[src/rtl/icpu_pkg.sv]
package icpu_pkg;
  localparam int ID_W = 10;
  localparam logic [ID_W-1:0] SPURIOUS_ID = 10'd1023;
  localparam logic [ID_W-1:0] LAST_VALID_ID = 10'd1019;
  localparam int ADDR_W = 3;

  typedef enum logic [ADDR_W-1:0] {
    RA_CTRL  = 3'd0,
    RA_PMASK = 3'd1,
    RA_ACK   = 3'd2,
    RA_EOI   = 3'd3
  } reg_addr_e;
endpackage

[src/rtl/icpu_regs.sv]
module icpu_regs
  import icpu_pkg::*;
#(
  parameter int DATA_W = 32,
  parameter int PRI_W  = 8
) (
  input  logic              clk,
  input  logic              rst,
  input  logic              sel,
  input  logic              wr,
  input  logic [ADDR_W-1:0] addr,
  input  logic [DATA_W-1:0] wdata,
  output logic              en_q,
  output logic [PRI_W-1:0]  pmask_q,
  output logic              ack_rd,
  output logic              eoi_wr,
  output logic [ID_W-1:0]   eoi_id
);
  logic unused_wdata;
  assign unused_wdata = ^wdata[DATA_W-1:ID_W];

  always_ff @(posedge clk) begin
    if (rst) begin
      en_q    <= 1'b0;
      pmask_q <= '0;
    end else if (sel && wr) begin
      if (addr == RA_CTRL)  en_q    <= wdata[0];
      if (addr == RA_PMASK) pmask_q <= wdata[PRI_W-1:0];
    end
  end

  assign ack_rd = sel && !wr && (addr == RA_ACK);
  assign eoi_wr = sel && wr && (addr == RA_EOI);
  assign eoi_id = wdata[ID_W-1:0];
endmodule

[src/rtl/icpu_active.sv]
module icpu_active
  import icpu_pkg::*;
#(
  parameter int DEPTH = 4,
  localparam int CNT_W = $clog2(DEPTH + 1)
) (
  input  logic            clk,
  input  logic            rst,
  input  logic            push,
  input  logic [ID_W-1:0] push_id,
  input  logic            pop_req,
  input  logic [ID_W-1:0] pop_id,
  input  logic [ID_W-1:0] probe_id,
  output logic            probe_hit,
  output logic            pop_hit,
  output logic            full,
  output logic [CNT_W-1:0] cnt
);
  logic [DEPTH-1:0] vld;
  logic [ID_W-1:0]  ids [DEPTH];
  logic [DEPTH-1:0] hit_probe, hit_pop, free_sel;
  logic             found;

  for (genvar g = 0; g < DEPTH; g++) begin : g_slot
    assign hit_probe[g] = vld[g] && (ids[g] == probe_id);
    assign hit_pop[g]   = vld[g] && (ids[g] == pop_id);
  end

  always_comb begin
    free_sel = '0;
    found    = 1'b0;
    for (int i = 0; i < DEPTH; i++) begin
      if (!vld[i] && !found) begin
        free_sel[i] = 1'b1;
        found       = 1'b1;
      end
    end
  end

  always_ff @(posedge clk) begin
    if (rst) begin
      vld <= '0;
    end else begin
      for (int i = 0; i < DEPTH; i++) begin
        if (push && free_sel[i]) begin
          vld[i] <= 1'b1;
          ids[i] <= push_id;
        end else if (pop_req && hit_pop[i]) begin
          vld[i] <= 1'b0;
        end
      end
    end
  end

  assign probe_hit = |hit_probe;
  assign pop_hit   = pop_req && (|hit_pop);
  assign cnt       = CNT_W'($countones(vld));
  assign full      = &vld;
endmodule

[src/rtl/icpu_select.sv]
module icpu_select
  import icpu_pkg::*;
#(
  parameter int PRI_W = 8
) (
  input  logic             en,
  input  logic [PRI_W-1:0] pmask,
  input  logic             cand_vld,
  input  logic [ID_W-1:0]  cand_id,
  input  logic [PRI_W-1:0] cand_pri,
  input  logic             already_active,
  input  logic             list_full,
  output logic             deliver
);
  logic id_ok, pri_ok;

  assign id_ok   = cand_id <= LAST_VALID_ID;
  assign pri_ok  = cand_pri < pmask;
  assign deliver = en && cand_vld && id_ok && pri_ok && !already_active && !list_full;
endmodule

[src/rtl/icpu_ack_if.sv]
module icpu_ack_if
  import icpu_pkg::*;
#(
  parameter int DATA_W    = 32,
  parameter int PRI_W     = 8,
  parameter int ACT_DEPTH = 4,
  localparam int CNT_W = $clog2(ACT_DEPTH + 1)
) (
  input  logic              clk,
  input  logic              rst,
  input  logic              bus_sel,
  input  logic              bus_wr,
  input  logic [ADDR_W-1:0] bus_addr,
  input  logic [DATA_W-1:0] bus_wdata,
  output logic [DATA_W-1:0] bus_rdata,
  output logic              bus_rvalid,
  input  logic              cand_vld,
  input  logic [ID_W-1:0]   cand_id,
  input  logic [PRI_W-1:0]  cand_pri,
  input  logic              cand_level,
  output logic              irq_out,
  output logic              dist_ack,
  output logic [ID_W-1:0]   dist_ack_id,
  output logic              dist_ack_keep_pend,
  output logic              dist_eoi,
  output logic [ID_W-1:0]   dist_eoi_id
);
  logic             en_q;
  logic [PRI_W-1:0] pmask_q;
  logic             ack_rd, eoi_wr;
  logic [ID_W-1:0]  eoi_id;
  logic             in_active, pop_hit, list_full, deliver, push;
  logic [CNT_W-1:0] act_cnt;

  icpu_regs #(.DATA_W(DATA_W), .PRI_W(PRI_W)) u_regs (
    .clk(clk), .rst(rst), .sel(bus_sel), .wr(bus_wr), .addr(bus_addr),
    .wdata(bus_wdata), .en_q(en_q), .pmask_q(pmask_q),
    .ack_rd(ack_rd), .eoi_wr(eoi_wr), .eoi_id(eoi_id)
  );

  icpu_active #(.DEPTH(ACT_DEPTH)) u_active (
    .clk(clk), .rst(rst), .push(push), .push_id(cand_id),
    .pop_req(eoi_wr), .pop_id(eoi_id), .probe_id(cand_id),
    .probe_hit(in_active), .pop_hit(pop_hit), .full(list_full), .cnt(act_cnt)
  );

  icpu_select #(.PRI_W(PRI_W)) u_sel (
    .en(en_q), .pmask(pmask_q), .cand_vld(cand_vld), .cand_id(cand_id),
    .cand_pri(cand_pri), .already_active(in_active), .list_full(list_full),
    .deliver(deliver)
  );

  assign push = ack_rd && deliver;

  always_ff @(posedge clk) begin
    if (rst) begin
      irq_out            <= 1'b0;
      bus_rvalid         <= 1'b0;
      bus_rdata          <= '0;
      dist_ack           <= 1'b0;
      dist_ack_id        <= '0;
      dist_ack_keep_pend <= 1'b0;
      dist_eoi           <= 1'b0;
      dist_eoi_id        <= '0;
    end else begin
      irq_out    <= deliver;
      bus_rvalid <= bus_sel && !bus_wr;
      if (bus_sel && !bus_wr) begin
        case (bus_addr)
          RA_CTRL:  bus_rdata <= DATA_W'(en_q);
          RA_PMASK: bus_rdata <= DATA_W'(pmask_q);
          RA_ACK:   bus_rdata <= DATA_W'(deliver ? cand_id : SPURIOUS_ID);
          default:  bus_rdata <= '0;
        endcase
      end
      dist_ack <= push;
      if (push) begin
        dist_ack_id        <= cand_id;
        dist_ack_keep_pend <= cand_level;
      end
      dist_eoi <= pop_hit;
      if (pop_hit) dist_eoi_id <= eoi_id;
    end
  end
endmodule

[config.mk]
export PLATFORM = sky130hd
export DESIGN_NAME = icpu_ack_if
export DESIGN_NICKNAME = d
export VERILOG_FILES = /design/src/rtl/icpu_pkg.sv /design/src/rtl/icpu_regs.sv /design/src/rtl/icpu_active.sv /design/src/rtl/icpu_select.sv /design/src/rtl/icpu_ack_if.sv
export SDC_FILE = /design/constraint.sdc
export NUM_CORES = 1
export LEC_CHECK = 0
export CAP_MARGIN = 30
export CORE_MARGIN = 2
export CORE_UTILIZATION = 50
export DETAILED_ROUTE_END_ITERATION = 8
export MAX_ROUTING_LAYER = met4
export PLACE_DENSITY = 0.87
export SLEW_MARGIN = 20
export SYNTH_ARGS = -nofsm -noshare
export SYNTH_HDL_FRONTEND = slang
export SYNTH_SLANG_ARGS = --single-unit
[constraint.sdc]
create_clock -name clk -period 3.65 [get_ports clk]
set_input_delay 0.73 -clock clk [delete_from_list [all_inputs] [get_ports clk]]
set_output_delay 0.73 -clock clk [all_outputs]
set_load 0.05 [all_outputs]
* After elaboration in Yosys (flattened, before gate mapping)
Memory sizes are Yosys's and may differ from the RTL's.
Cells that the tools add are included.
** Storage, ports and cells
- Register bits :: 70
- Memory bits (writable) :: 40
- Bits of input ports :: 59
- Output and inout port bits :: 57
- Word-level logic and storage cells :: 116
- Memories kept :: 1
** Memories
- u_active.ids :: words 4, width 10, rd ports 4, clocked after Yosys merged registers in 0, write ports 1, line icpu_active.sv:20 : logic [ID_W-1:0] ids [DEPTH];
** Operators by class
- Magnitude comparators :: 2
- Equal/unequal tests :: 11
- Multiplexer cells :: 37
- Reductions and logical operators :: 51
** Operators with widths (number)
- 10-bit equality test :: 8
- 10-bit two-way mux :: 4
- 1-bit logical AND :: 30
- 10-bit one-hot mux with 3 select lines :: 1
- 10-bit OR reduction :: 3
- 1-bit two-way mux :: 29
- 10-bit less-or-equal comparator, second input constant :: 1
- 1-bit logical NOT :: 8
- 8-bit less-than comparator :: 1
- 2-bit nonzero test :: 4
- 4-bit OR reduction :: 2
- 3-bit by 2-bit equality test with 1-bit output, second input constant :: 2
- 2-bit two-way mux :: 3
- 2-bit AND reduction :: 2
- 4-bit AND reduction :: 1
- 3-bit by 1-bit equality test with 1-bit output, second input constant :: 1
- 3-bit logical NOT :: 1

* Depth between registers and ports, before layout
Gate-level depths: netlist of the first run.
An unclocked memory read counts as a cell.
- Word-level depth :: 16
- Gate-level depth with buffers :: 9
- Gate-level depth less buffers :: 8

* Modules after synthesis
From an unflattened synthesis of the first run, not the netlist that was laid out.
** Unflattened totals
- Cell total of the unflattened synthesis :: 451
- Area total of the unflattened synthesis :: 4718.3 um2
** By module, submodules not included
- icpu_active :: instances 1, cells an instance 197, area an instance 2458.6 um2, sequential area each 1281.2 um2
- icpu_ack_if :: instances 1, cells an instance 173, area an instance 1541.5 um2, sequential area each 700.7 um2
- icpu_regs :: instances 1, cells an instance 53, area an instance 513.0 um2, sequential area each 180.2 um2
- icpu_select :: instances 1, cells an instance 28, area an instance 205.2 um2, sequential area each 0.0 um2

* Least setup slack after synthesis of the first run
Ideal clock, no wire load.
- Kind :: input -> register
- Start point :: in cand_pri[5]
- End point :: mem u_active.ids[3][0], enable pin
- Setup time :: 0.404 ns
- Arrival time :: 2.999 ns
- Required time :: 3.246 ns
- Setup slack :: 0.248 ns
- Stages :: 8
- Buffers on the path :: 1
- Path through :: ha_1 a21oi_1 o22ai_1 nand3b_1 nor3_1 buf_2 nand2_2 nor4_1
** Between the ends
- Word-level cells in the longest chain between the ends :: 13
- Elaborated cells on any way between the ends :: 30
- Those cells by class :: order compare (1); mux (18); reduce/logical (11)
** Ends and longest elaborated chain
- start: declaration :: line icpu_ack_if.sv:19 : input logic [PRI_W-1:0] cand_pri,
- 8-bit less-than comparator (*) :: line icpu_select.sv:18 : assign pri_ok = cand_pri < pmask;
- 1-bit logical AND (*) (3 in a row) :: line icpu_select.sv:19 : assign deliver = en && cand_vld && id_ok && pri_ok && !already_active && !list_full;
- 1-bit logical AND (*) :: line icpu_ack_if.sv:53 : assign push = ack_rd && deliver;
- 1-bit logical AND :: line icpu_active.sv:45 : if (push && free_sel[i]) begin
- 1-bit two-way mux :: line icpu_active.sv:45
- 1-bit two-way mux :: line icpu_active.sv:41 : if (rst) begin
- 1-bit two-way mux (not written as such) :: line icpu_active.sv:47 : ids[i] <= push_id;
- 10-bit OR reduction (no line)
- 2-bit two-way mux (no line) / 1-bit two-way mux (equally long branches) (3 in a row)
- end: declaration :: line icpu_active.sv:20
Mark *: on every way between the ends. The rest lies on a longest branch, timed or not.

* Worst setup path in the final report of the first run
- Start point :: in cand_id[5]
- End point :: mem u_active.ids[2][0], enable pin
** Between the ends
- Word-level cells in the longest chain between the ends :: 15
- Elaborated cells on any way between the ends :: 41
- Those cells by class :: order compare (1); eq/ne (4); mux (18); reduce/logical (18)
** Ends and longest elaborated chain
- start: declaration :: line icpu_ack_if.sv:18 : input logic [ID_W-1:0] cand_id,
- branches (longest 4 deep; another with 10-bit less-or-equal comparator)
- 1-bit logical AND (*) (2 in a row) :: line icpu_select.sv:19
- 1-bit logical AND (*) :: line icpu_ack_if.sv:53
- 1-bit logical AND :: line icpu_active.sv:45
- 1-bit two-way mux :: line icpu_active.sv:45
- 1-bit two-way mux :: line icpu_active.sv:41
- 1-bit two-way mux (not written as such) :: line icpu_active.sv:47
- 10-bit OR reduction (no line)
- 2-bit two-way mux (no line) / 1-bit two-way mux (equally long branches) (3 in a row)
Every way passes the cells marked *.

==> flow_metrics.py, run 1 <==
metrics = {
    "outcome": {
        "result_of_the_run": "finished, final reports clean",
    },
    "place": {
        "dp_hpwl_um": 8070,
        "placedCellCount": 597,
        "port-buffer-count": 71,
        "routabilityCongestion": 0.910,
    },
    "route": {
        "drt_iter0_drc": 256,
        "wl_per_cell_um": 18.6,
        "drt_pre_antenna_iters": 5,
        "drtAntennaViolNets": 0,
        "number_of_drc_violations_after_detailed_routing": 0,
        "route.detailed.vias_per_inst": 5.81,
        "routed_wl_um": 11400,
        "route.vias.total": 3561,
    },
    "global_route": {
        "grt_pass1_wl_um": 17700,
        "grt_pass1_vias": 3546,
        "pin_count_of_the_biggest_net_entering_global_routing": 25,
        "gr-usage-all-layers_pct": 23.6,
        "number_of_antenna_violations_at_the_first_check_in_global_routing": 0,
        "grt_remaining_overflow": 0,
    },
    "clock_tree": {
        "h_tree_depth": 3,
        "clk_pin_slew_worst_paths_ns": 0.08,
        "cts-resized-gates": 0,
        "cts-hold-fix-buffers": 0,
        "cts_root_buf": "sky130_fd_sc_hd__clkbuf_8",
        "tritoncts": "yes",
        "tritoncts.num_buffers": 9,
        "post-cts-setup-buffers": 0,
        "cts-root-to-sink-buffers": 2,
        "clock_latency_ns": 0.36,
        "clock_sink_count": 88,
    },
    "sta": {
        "clock-skew-final_ns": 0.0128,
        "timing.final.setup_violations": 0,
        "layout_worst_path_cycle_share_pct": 83.5,
        "worstMarginPinSlew_ns": 0.689,
        "grt_setup_unrepaired": "false",
        "final_period_minus_worst_setup_slack_ns": 3.05,
        "final.setup.tns_ns": 0,
        "timing.fmax_mhz": 328,
        "hold_fails_final_rpt": 0,
        "total_count_of_max_transition_violations_in_the_final_report": 0,
        "maxSlewHeadroom_pct": 53.9,
    },
    "finish": {
        "mostFrequentLayoutCell": "sky130_fd_sc_hd__xnor2_1",
        "area_delta_synth_final_pct": 16.7,
        "fin_nets": 563,
        "fillers": 758,
        "final-instance-count-excl-fill": 613,
        "antenna_cells": 0,
        "final_cell_mix": "sky130_fd_sc_hd__xnor2_1 (80), sky130_fd_sc_hd__clkdlybuf4s50_1 (71), sky130_fd_sc_hd__dfxtp_1 (48)",
        "post_route_cells_drive_above_1_share_pct": 7.57,
    },
    "critical_path": {
        "critPathLaunch": "cand_id[5]",
        "end_kind": "flop",
        "r2r-start": "u_regs.pmask_q[7]",
        "critPathCapture": "u_active.ids[2][0]",
        "startpoint_type": "primary input",
        "reg2regPathDepth": 8,
        "worst_ep_arrival_time_ns": 3.11,
        "timing.rr.end": "u_active.ids[2][0]",
        "reg2reg_slack_ns": 1.13,
        "critical_path_required_ns": 3.71,
        "critPathKind": "primary input to flop",
        "crit_path_max_fanout": 11,
    },
    "die": {
        "core_um2": 9150,
        "chipHeight_um": 101,
        "floorplan.initialDensity_pct": 51.2,
        "io-pin-count": 116,
        "row_count": 35,
        "die_width_um": 101,
        "die-area_um2": 10200,
    },
    "synth": {
        "synth_seq_area_share_pct": 46.1,
        "synthXorXnorAreaFrac_pct": 14.9,
        "syn_inst": 439,
        "post_synth_mux_area_share_pct": 4.27,
        "ys_async_sr_fraction_pct": 0,
        "synthesis.area_um2": 4690,
        "ys_ff_latch": 88,
        "synth_top_family_by_area": "XOR/XNOR gates",
        "synthAdderAreaFrac_pct": 1.87,
        "post_synth_top_flop": "sky130_fd_sc_hd__dfxtp_1",
        "synth-compound-area-share_pct": 8.17,
        "syn_avg_cell_area_um2": 10.7,
        "synthDistinctLibCells": 45,
        "synth-simple-area-share_pct": 13.7,
        "yosysWarnings": 0,
        "synth_edf_count": 40,
    },
    "min_path": {
        "hold_path_class": "flop to flop",
    },
    "power_and_ir_drop": {
        "powerDensity_nw_per_um2": 359,
        "power.static_leakage_nw": 1.74,
        "peakVddDrop_mv": 0.184,
        "post-layout-total-power_w": 0.00196,
    },
    "flow_run": {
        "maxCapViolations": 0,
    },
}
[worst max-delay path, stage by stage]
cell	delay [ns]
sky130_fd_sc_hd__clkdlybuf4s50_1	0.77
sky130_fd_sc_hd__nand4_1	0.25
sky130_fd_sc_hd__o22ai_1	0.10
sky130_fd_sc_hd__nand3b_1	0.19
sky130_fd_sc_hd__nor3_2	0.25
sky130_fd_sc_hd__nand2_2	0.19
sky130_fd_sc_hd__nor4_1	0.36
sky130_fd_sc_hd__buf_4	0.26
[area by class of cell]
class | count | area, µm² | area share (%)
clock buffers | 13 | 160 | 2.93
flip-flops and latches | 88 | 2160 | 39.5
multi-input cells | 299 | 2100 | 38.5
clock inverters | 3 | 38.8 | 0.709
repair buffers | 85 | 813 | 14.9
inverters | 14 | 52.6 | 0.961
well taps | 111 | 139 | 2.54
[per-stage QoR]
stage | hold slack, ns | cell area [µm²] | setup WS, ns | util [%]
after detailed placement | 0.472 | 5270 | 0.345 | 57.6
after floorplan | 0.476 | 4770 | 0.248 | -
after global routing | 0.492 | 5470 | 0.549 | 59.8
after CTS | 0.482 | 5470 | 0.692 | 59.8
final | 0.475 | 5470 | 0.601 | 59.8
after global placement | 0.458 | 5270 | 0.382 | 57.5
[synth_stat cells, types with 2 or more instances]
master,number,area (µm²)
sky130_fd_sc_hd__a211oi_1,4,30.0
sky130_fd_sc_hd__nor4_1,7,43.8
sky130_fd_sc_hd__a22oi_1,2,15.0
sky130_fd_sc_hd__nand2_1,5,18.8
sky130_fd_sc_hd__ha_1,7,87.6
sky130_fd_sc_hd__a31oi_1,7,43.8
sky130_fd_sc_hd__dfxtp_1,48,961
sky130_fd_sc_hd__buf_2,2,10.0
sky130_fd_sc_hd__clkbuf_1,9,33.8
sky130_fd_sc_hd__nor2b_1,4,25.0
sky130_fd_sc_hd__nor2_1,23,86.3
sky130_fd_sc_hd__nand4_1,30,188
sky130_fd_sc_hd__inv_1,14,52.6
sky130_fd_sc_hd__nand3_1,9,45.0
sky130_fd_sc_hd__o21ai_0,16,80.1
sky130_fd_sc_hd__or3_1,7,43.8
sky130_fd_sc_hd__mux2i_1,20,200
sky130_fd_sc_hd__nand3b_1,2,15.0
sky130_fd_sc_hd__edfxtp_1,40,1200
sky130_fd_sc_hd__a21oi_1,13,65.1
sky130_fd_sc_hd__nor3_1,13,65.1
sky130_fd_sc_hd__buf_6,12,135
sky130_fd_sc_hd__o21ai_1,2,10.0
sky130_fd_sc_hd__xnor2_1,80,701
sky130_fd_sc_hd__buf_4,32,240
sky130_fd_sc_hd__clkbuf_8,2,27.5
sky130_fd_sc_hd__nand2b_1,5,31.3
sky130_fd_sc_hd__a221o_1,7,70.1
[how the worst min path moves through the flow]
stage	start	end	slack, ns	cells after the start
6_report	dist_ack_id[0]	dist_ack_id[0]	0.48	2
5_1_grt	dist_ack_keep_pend	dist_ack_keep_pend	0.49	2
4_1_cts	dist_ack_id[0]	dist_ack_id[0]	0.48	2
3_5_place_dp	dist_ack_id[0]	dist_ack_id[0]	0.47	2
3_3_place_gp	dist_ack_keep_pend	dist_ack_keep_pend	0.46	2
2_1_floorplan	u_regs.pmask_q[1]	bus_rdata[1]	0.48	1
[per-layer routing]
layer | track usage [%] | vias up | wire [µm]
li1 | - | 1620 | -
met1 | 27.3 | 1721 | 4590
met2 | 39.9 | 193 | 5670
met3 | 5.48 | 27 | 869
met4 | 8.64 | 0 | 261
met5 | - | - | 0
[registers in the layout, summed over array words and instances, names as in the netlist]
| name | flops |
|---|---|
| u_regs.en_q | 1 |
| dist_ack | 1 |
| dist_eoi_id | 10 |
| irq_out | 1 |
| u_regs.pmask_q | 8 |
| dist_ack_keep_pend | 1 |
| dist_eoi | 1 |
| bus_rdata | 10 |
| bus_rvalid | 1 |
| dist_ack_id | 10 |
| u_active.vld | 4 |
| u_active.ids | 40 |
[power breakdown]
part | internal (W) | switching (W)
Clock | 0.000356 | 0.000328
Combinational | 0.0000859 | 0.000158
Sequential | 0.00103 | 0.00000266
Total | 0.00147 | 0.000488
[kinds of logic (layout without fill, tap and decap cells)]
| kind of cell | after synthesis | count (layout) |
|---|---|---|
| buf+inv | 73 | 115 |
| mux | 20 | 20 |
| compound gates | 57 | 57 |
| other cells | 1 | 22 |
| xor+xnor | 80 | 80 |
| simple gates | 113 | 113 |
| flops | 88 | 88 |
| fa+ha+maj | 7 | 7 |
No activity file was read; power rests on OpenSTA's default activity.
==> inputs of run 2 (changes only) <==
- CORE_UTILIZATION: 50 -> 45
- PLACE_DENSITY: 0.87 -> 0.83
- clock period: 3.65 -> 2.6 ns (I/O delays scaled with it)
==> run 2 against run 1 <==
Compared with the run above:
- flip-flop and latch count did not move
- combinational power rose by 66%
- register-to-register slack got worse by 0.84 ns
- setup slack got worse by 0.50 ns
- critical path depth did not move
- sequential power rose by 41%
- first-iteration DRC count rose by 6.6%
- worst hold slack improved by 0.0066 ns
- core utilization fell by 0.68 points
- clock power rose by 40%
- largest cell class unchanged
==> flow_metrics.py, run 2 (synthesis gave the netlist of run 1 again) <==
metrics = {
    "place": {
        "routabilityCongestion": 0.956,
        "port-buffer-count": 71,
        "dp_hpwl_um": 9140,
        "dp_slack_ns": -0.223,
    },
    "power_and_ir_drop": {
        "peakVddDrop_mv": 0.264,
        "powerDensity_nw_per_um2": 466,
        "power.static_leakage_nw": 2.03,
    },
    "clock_tree": {
        "tritoncts": "yes",
        "tritoncts.num_buffers": 9,
        "clk_pin_slew_worst_paths_ns": 0.09,
        "cts_root_buf": "sky130_fd_sc_hd__clkbuf_8",
        "cts-hold-fix-buffers": 0,
        "cts-root-to-sink-buffers": 2,
        "clock_latency_ns": 0.36,
        "h_tree_depth": 3,
        "clock_sink_count": 88,
    },
    "sta": {
        "timing.final.setup_violations": 0,
        "timing.fmax_mhz": 400,
        "worstMarginPinSlew_ns": 0.684,
        "final.setup.tns_ns": 0,
        "setup_slack_ns": 0.0981,
        "total_count_of_max_transition_violations_in_the_final_report": 0,
        "clock-skew-final_ns": 0.00849,
        "hold_fails_final_rpt": 0,
        "maxSlewHeadroom_pct": 54.3,
        "final_period_minus_worst_setup_slack_ns": 2.50,
        "layout_worst_path_cycle_share_pct": 96.2,
    },
    "critical_path": {
        "startpoint_type": "primary input",
        "worst_ep_arrival_time_ns": 2.75,
        "crit_path_max_fanout": 10,
        "reg2reg_slack_ns": 0.29,
        "critical_path_required_ns": 2.84,
        "reg2regPathDepth": 10,
        "critPathKind": "primary input to flop",
        "r2r-start": "u_regs.pmask_q[7]",
        "end_kind": "flop",
        "timing.rr.end": "bus_rdata[3]",
    },
    "finish": {
        "largest_register_ffs": 40,
        "area_delta_synth_final_pct": 29.0,
        "antenna_cells": 0,
        "mostFrequentLayoutCell": "sky130_fd_sc_hd__xnor2_1",
        "final_cell_mix": "sky130_fd_sc_hd__xnor2_1 (80), sky130_fd_sc_hd__clkdlybuf4s50_1 (71), sky130_fd_sc_hd__buf_4 (62)",
        "fin_nets": 619,
        "fillers": 783,
        "post_route_cells_drive_above_1_share_pct": 18.3,
        "largest_register": "u_active.ids",
    },
    "die": {
        "core_um2": 10200,
        "chipHeight_um": 106,
        "row_count": 37,
        "io-pin-count": 116,
        "die-area_um2": 11300,
        "floorplan.initialDensity_pct": 45.8,
        "die_width_um": 106,
    },
    "route": {
        "routed_wl_um": 12300,
        "drtAntennaViolNets": 0,
        "number_of_drc_violations_after_detailed_routing": 0,
        "drt_pre_antenna_iters": 5,
        "route.detailed.vias_per_inst": 5.46,
        "route.vias.total": 3786,
        "drt_iter0_drc": 273,
        "wl_per_cell_um": 17.7,
    },
    "flow_run": {
        "maxCapViolations": 0,
    },
    "min_path": {
        "hp-start": "dist_ack_id[8]",
        "hold_crit_endpoint": "dist_ack_id[8]",
        "hold_path_class": "flop to flop",
        "timing.hold.worst_path_depth": 2,
    },
    "global_route": {
        "number_of_antenna_violations_at_the_first_check_in_global_routing": 0,
        "pin_count_of_the_biggest_net_entering_global_routing": 23,
        "grt_remaining_overflow": 0,
        "gr-usage-all-layers_pct": 22.4,
        "grt_pass1_vias": 3654,
        "grt_pass1_wl_um": 18900,
    },
    "outcome": {
        "result_of_the_run": "finished, final reports clean",
    },
}
-- run 2: changes by cell type in the layout (fill, tap and decap cells not counted), moves of 2 or more --
cell                       change
sky130_fd_sc_hd__nor4_4        +2
sky130_fd_sc_hd__nor4_1        -2
sky130_fd_sc_hd__clkbuf_4      +2
sky130_fd_sc_hd__buf_4        +49
sky130_fd_sc_hd__buf_12        +6
sky130_fd_sc_hd__clkbuf_1      -2
sky130_fd_sc_hd__nor3_2        +2
sky130_fd_sc_hd__nor3_1        -2
-- run 2: worst max-delay path by stage --
stage / slack, ns / startpoint / endpoint / depth (start not counted)
global placement: -0.25 / cand_pri[5] / u_active.ids[3][6] / 9
floorplan: -0.21 / cand_pri[5] / u_active.ids[3][0] / 8
detailed placement: -0.22 / cand_pri[5] / u_active.ids[2][3] / 9
global route: -0.002 / cand_pri[5] / u_active.ids[3][3] / 9
finish: 0.1 / bus_wdata[9] / dist_eoi_id[8] / 8
CTS: 0.16 / bus_wdata[9] / dist_eoi_id[8] / 8
-- run 2: timing repair --
action	CTS	global route
buffers inserted	0	1
resized for setup	0	9
setup endpoints to repair	0	30
-- run 2: routing by layer --
metal  up-vias  GRT usage [%]  share of wire, %
li1       1730              -                 -
met2       185           37.2                50
met5         -              -                 0
met3        26           4.05               7.4
met4         0           7.42               2.6
met1      1845           27.8                40
-- run 2: worst max-delay path, cell delays in order --
cell	delay [ns]
sky130_fd_sc_hd__clkdlybuf4s50_1	0.71
sky130_fd_sc_hd__xnor2_1	0.16
sky130_fd_sc_hd__nand4_1	0.14
sky130_fd_sc_hd__or3_1	0.45
sky130_fd_sc_hd__a41oi_2	0.30
sky130_fd_sc_hd__buf_12	0.18
sky130_fd_sc_hd__mux2i_1	0.21
sky130_fd_sc_hd__nor2_1	0.05
-- run 2: final cells by class --
cell class / count / area [µm²] / area share, %
clock inverters: 3 / 42.5 / 0.704
inverters: 14 / 52.6 / 0.869
repair buffers: 141 / 1310 / 21.7
multi-input cells: 299 / 2150 / 35.6
well taps: 136 / 170 / 2.81
clock buffers: 13 / 156 / 2.59
flip-flops and latches: 88 / 2160 / 35.8
-- run 2: where the power goes --
| group | leakage [nW] | total (W) | internal, W | switching [W] |
|---|---|---|---|---|
| clock | 0.100 | 0.000958 | 0.000491 | 0.000467 |
| sequential | 0.746 | 0.00145 | 0.00145 | 0.00000388 |
| combinational | 1.18 | 0.000405 | 0.000172 | 0.000233 |
| total | 2.03 | 0.00282 | 0.00211 | 0.000704 |
-- run 2: stage by stage --
stage / util (%) / hold slack, ns / total power, W / instance area (µm²) / instances
after global placement: 56.6 / 0.460 / 0.00187 / 5790 / 674
after detailed placement: 56.7 / 0.472 / 0.00188 / 5800 / 675
after global routing: 59.1 / 0.511 / 0.00291 / 6050 / 694
final: 59.1 / 0.482 / 0.00282 / 6050 / 694
after CTS: 58.6 / 0.484 / 0.00282 / 6000 / 691
after floorplan: - / 0.476 / 0.00175 / 4790 / 460
==> inputs of run 3 (changes only) <==
- CTS_CLUSTER_SIZE: default -> 28
- MAX_ROUTING_LAYER: met4 -> default
==> run 3 against run 2 <==
Compared with the run above:
- first-iteration DRC count decreased by 22%
- routed wire length is 0.97% higher
- maximum frequency is essentially flat
- critical path type unchanged
- via count decreased by 1.2%
- flip-flop and latch count unchanged
- count of clock-buffer cells in the layout is 2 higher
- design area is 0.17% higher
- critical path depth unchanged
- sequential share of layout area down 0.059 points
- non-clock buffer count fell by 1
- worst hold slack got worse by 0.0058 ns
==> flow_metrics.py, run 3 (synthesis gave the netlist of run 1 again) <==
metrics = {
    "outcome": {
        "result_of_the_run": "finished, final reports clean",
    },
    "place": {
        "dp_hpwl_um": 9130,
        "port-buffer-count": 71,
        "routabilityCongestion": 0.958,
        "dp_slack_ns": -0.317,
    },
    "route": {
        "route.detailed.vias_per_inst": 5.40,
        "drt_iter0_drc": 212,
        "route.vias.total": 3740,
        "number_of_drc_violations_after_detailed_routing": 0,
        "routed_wl_um": 12400,
        "wl_per_cell_um": 17.9,
        "drt_pre_antenna_iters": 5,
        "drtAntennaViolNets": 0,
    },
    "critical_path": {
        "crit_path_max_fanout": 6,
        "critical_path_required_ns": 2.68,
        "critPathLaunch": "cand_id[1]",
        "reg2regPathDepth": 8,
        "critPathKind": "primary input to flop",
        "startpoint_type": "primary input",
        "r2r-start": "u_regs.pmask_q[1]",
        "worst_ep_arrival_time_ns": 2.58,
        "timing.rr.end": "u_active.ids[2][5]",
        "end_kind": "flop",
        "reg2reg_slack_ns": 0.27,
        "path_cells": "clkdlybuf4s50_1 > xnor2_1 > nand3_1 > nor3_1 > nor3_2 > nand2_2 > nor4_4 > buf_4",
        "slowest_stage": "sky130_fd_sc_hd__clkdlybuf4s50_1",
        "timing.critical_path.slowest_cell_delay_ns": 0.58,
    },
    "global_route": {
        "gr-usage-all-layers_pct": 22.2,
        "pin_count_of_the_biggest_net_entering_global_routing": 23,
        "grt_pass1_wl_um": 19200,
        "number_of_antenna_violations_at_the_first_check_in_global_routing": 0,
        "grt_remaining_overflow": 0,
        "grt_pass1_vias": 3787,
    },
    "die": {
        "chipHeight_um": 106,
        "die-area_um2": 11300,
        "io-pin-count": 116,
        "floorplan.initialDensity_pct": 45.8,
        "core_um2": 10200,
        "row_count": 37,
        "die_width_um": 106,
    },
    "power_and_ir_drop": {
        "power.static_leakage_nw": 2.05,
        "peakVddDrop_mv": 0.293,
        "share_comb_of_total_power_pct": 14.3,
        "clkPwrFrac_pct": 34.8,
        "p_seq_share_pct": 50.9,
        "power.net_switching_w": 0.000711,
        "cellInternalPower_w": 0.00214,
        "powerDensity_nw_per_um2": 471,
        "power_switching_share_pct": 24.9,
    },
    "clock_tree": {
        "clk_pin_slew_worst_paths_ns": 0.08,
        "cts-hold-fix-buffers": 0,
        "tritoncts": "yes",
        "clock_latency_ns": 0.36,
        "h_tree_depth": 3,
        "cts_root_buf": "sky130_fd_sc_hd__clkbuf_8",
        "cts-root-to-sink-buffers": 2,
        "tritoncts.num_buffers": 9,
        "clock_sink_count": 88,
    },
    "sta": {
        "clock-skew-final_ns": 0.00954,
        "grt_setup_unrepaired": "false",
        "timing.fmax_mhz": 400,
        "timing.final.setup_violations": 0,
        "layout_worst_path_cycle_share_pct": 96.2,
        "total_count_of_max_transition_violations_in_the_final_report": 0,
        "maxSlewHeadroom_pct": 51.4,
        "final_period_minus_worst_setup_slack_ns": 2.50,
        "worstMarginPinSlew_ns": 0.723,
        "final.setup.tns_ns": 0,
        "fin_worst_hold_slack_ns": 0.476,
        "hold_fails_final_rpt": 0,
        "setup_slack_ns": 0.0994,
    },
    "finish": {
        "largest_register_ffs": 40,
        "fin_nets": 618,
        "antenna_cells": 0,
        "final_cell_mix": "sky130_fd_sc_hd__xnor2_1 (80), sky130_fd_sc_hd__clkdlybuf4s50_1 (69), sky130_fd_sc_hd__buf_4 (64)",
        "post_route_cells_drive_above_1_share_pct": 18.0,
        "area_delta_synth_final_pct": 29.2,
        "mostFrequentLayoutCell": "sky130_fd_sc_hd__xnor2_1",
        "largest_register": "u_active.ids",
    },
    "min_path": {
        "timing.hold.worst_path_depth": 2,
        "hp-start": "dist_ack_id[9]",
        "hold_path_class": "flop to flop",
        "hold_crit_endpoint": "dist_ack_id[9]",
    },
    "flow_run": {
        "maxCapViolations": 0,
    },
}
==> run 3: critical path, delay by kind of cell <==
family                    cells  cell delay, ns
and+or+nand+nor               5            1.07
xor gates and xnor gates      1            0.21
buffers and inverters         2            0.78
==> run 3: power groups by stage <==
stage                     Combinational, W  Clock, W  Sequential, W
final                             0.000409  0.000993        0.00145
after detailed placement          0.000400         0        0.00148
after CTS                         0.000403   0.00100        0.00145
after global placement            0.000391         0        0.00148
after floorplan                   0.000257         0        0.00150
after global routing              0.000432   0.00106        0.00145
==> run 3: final cells by class <==
| cell class | count | area [µm²] |
|---|---|---|
| clock buffers | 15 | 210 |
| clock inverters | 1 | 5.00 |
| fillers | 815 | 4180 |
| inverters | 14 | 52.6 |
| multi-input cells | 299 | 2160 |
| flip-flops and latches | 88 | 2160 |
| well taps | 136 | 170 |
| repair buffers | 140 | 1300 |
==> run 3: how the worst max path moves through the flow <==
| stage | end | depth (start not counted) |
|---|---|---|
| global route | u_active.ids[2][9] | 9 |
| CTS | dist_eoi_id[1] | 8 |
| floorplan | u_active.ids[3][0] | 8 |
| detailed placement | dist_eoi_id[1] | 9 |
| finish | u_active.ids[2][5] | 8 |
| global placement | u_active.ids[3][9] | 9 |
==> run 3: metrics by stage <==
stage / area [µm²] / total power (W) / utilization [%] / instances
after global placement: 5800 / 0.00187 / 56.6 / 676
after CTS: 6010 / 0.00286 / 58.8 / 692
after detailed placement: 5800 / 0.00188 / 56.6 / 676
after global routing: 6060 / 0.00294 / 59.2 / 693
after floorplan: 4790 / 0.00175 / - / 460
final: 6060 / 0.00285 / 59.2 / 693
==> run 3: repair_timing <==
item                       4_1_cts  5_1_grt
gates resized for setup          0        7
buffers inserted                 0        0
setup endpoints to repair        0       24
==> run 3: metal layers <==
layer / track usage (%) / vias up / wire [µm]
met4: 8.83 / 0 / 380
met2: 38.4 / 179 / 6060
met1: 27.0 / 1787 / 5130
met3: 4.66 / 37 / 834
met5: 0 / - / 0
li1: - / 1737 / -
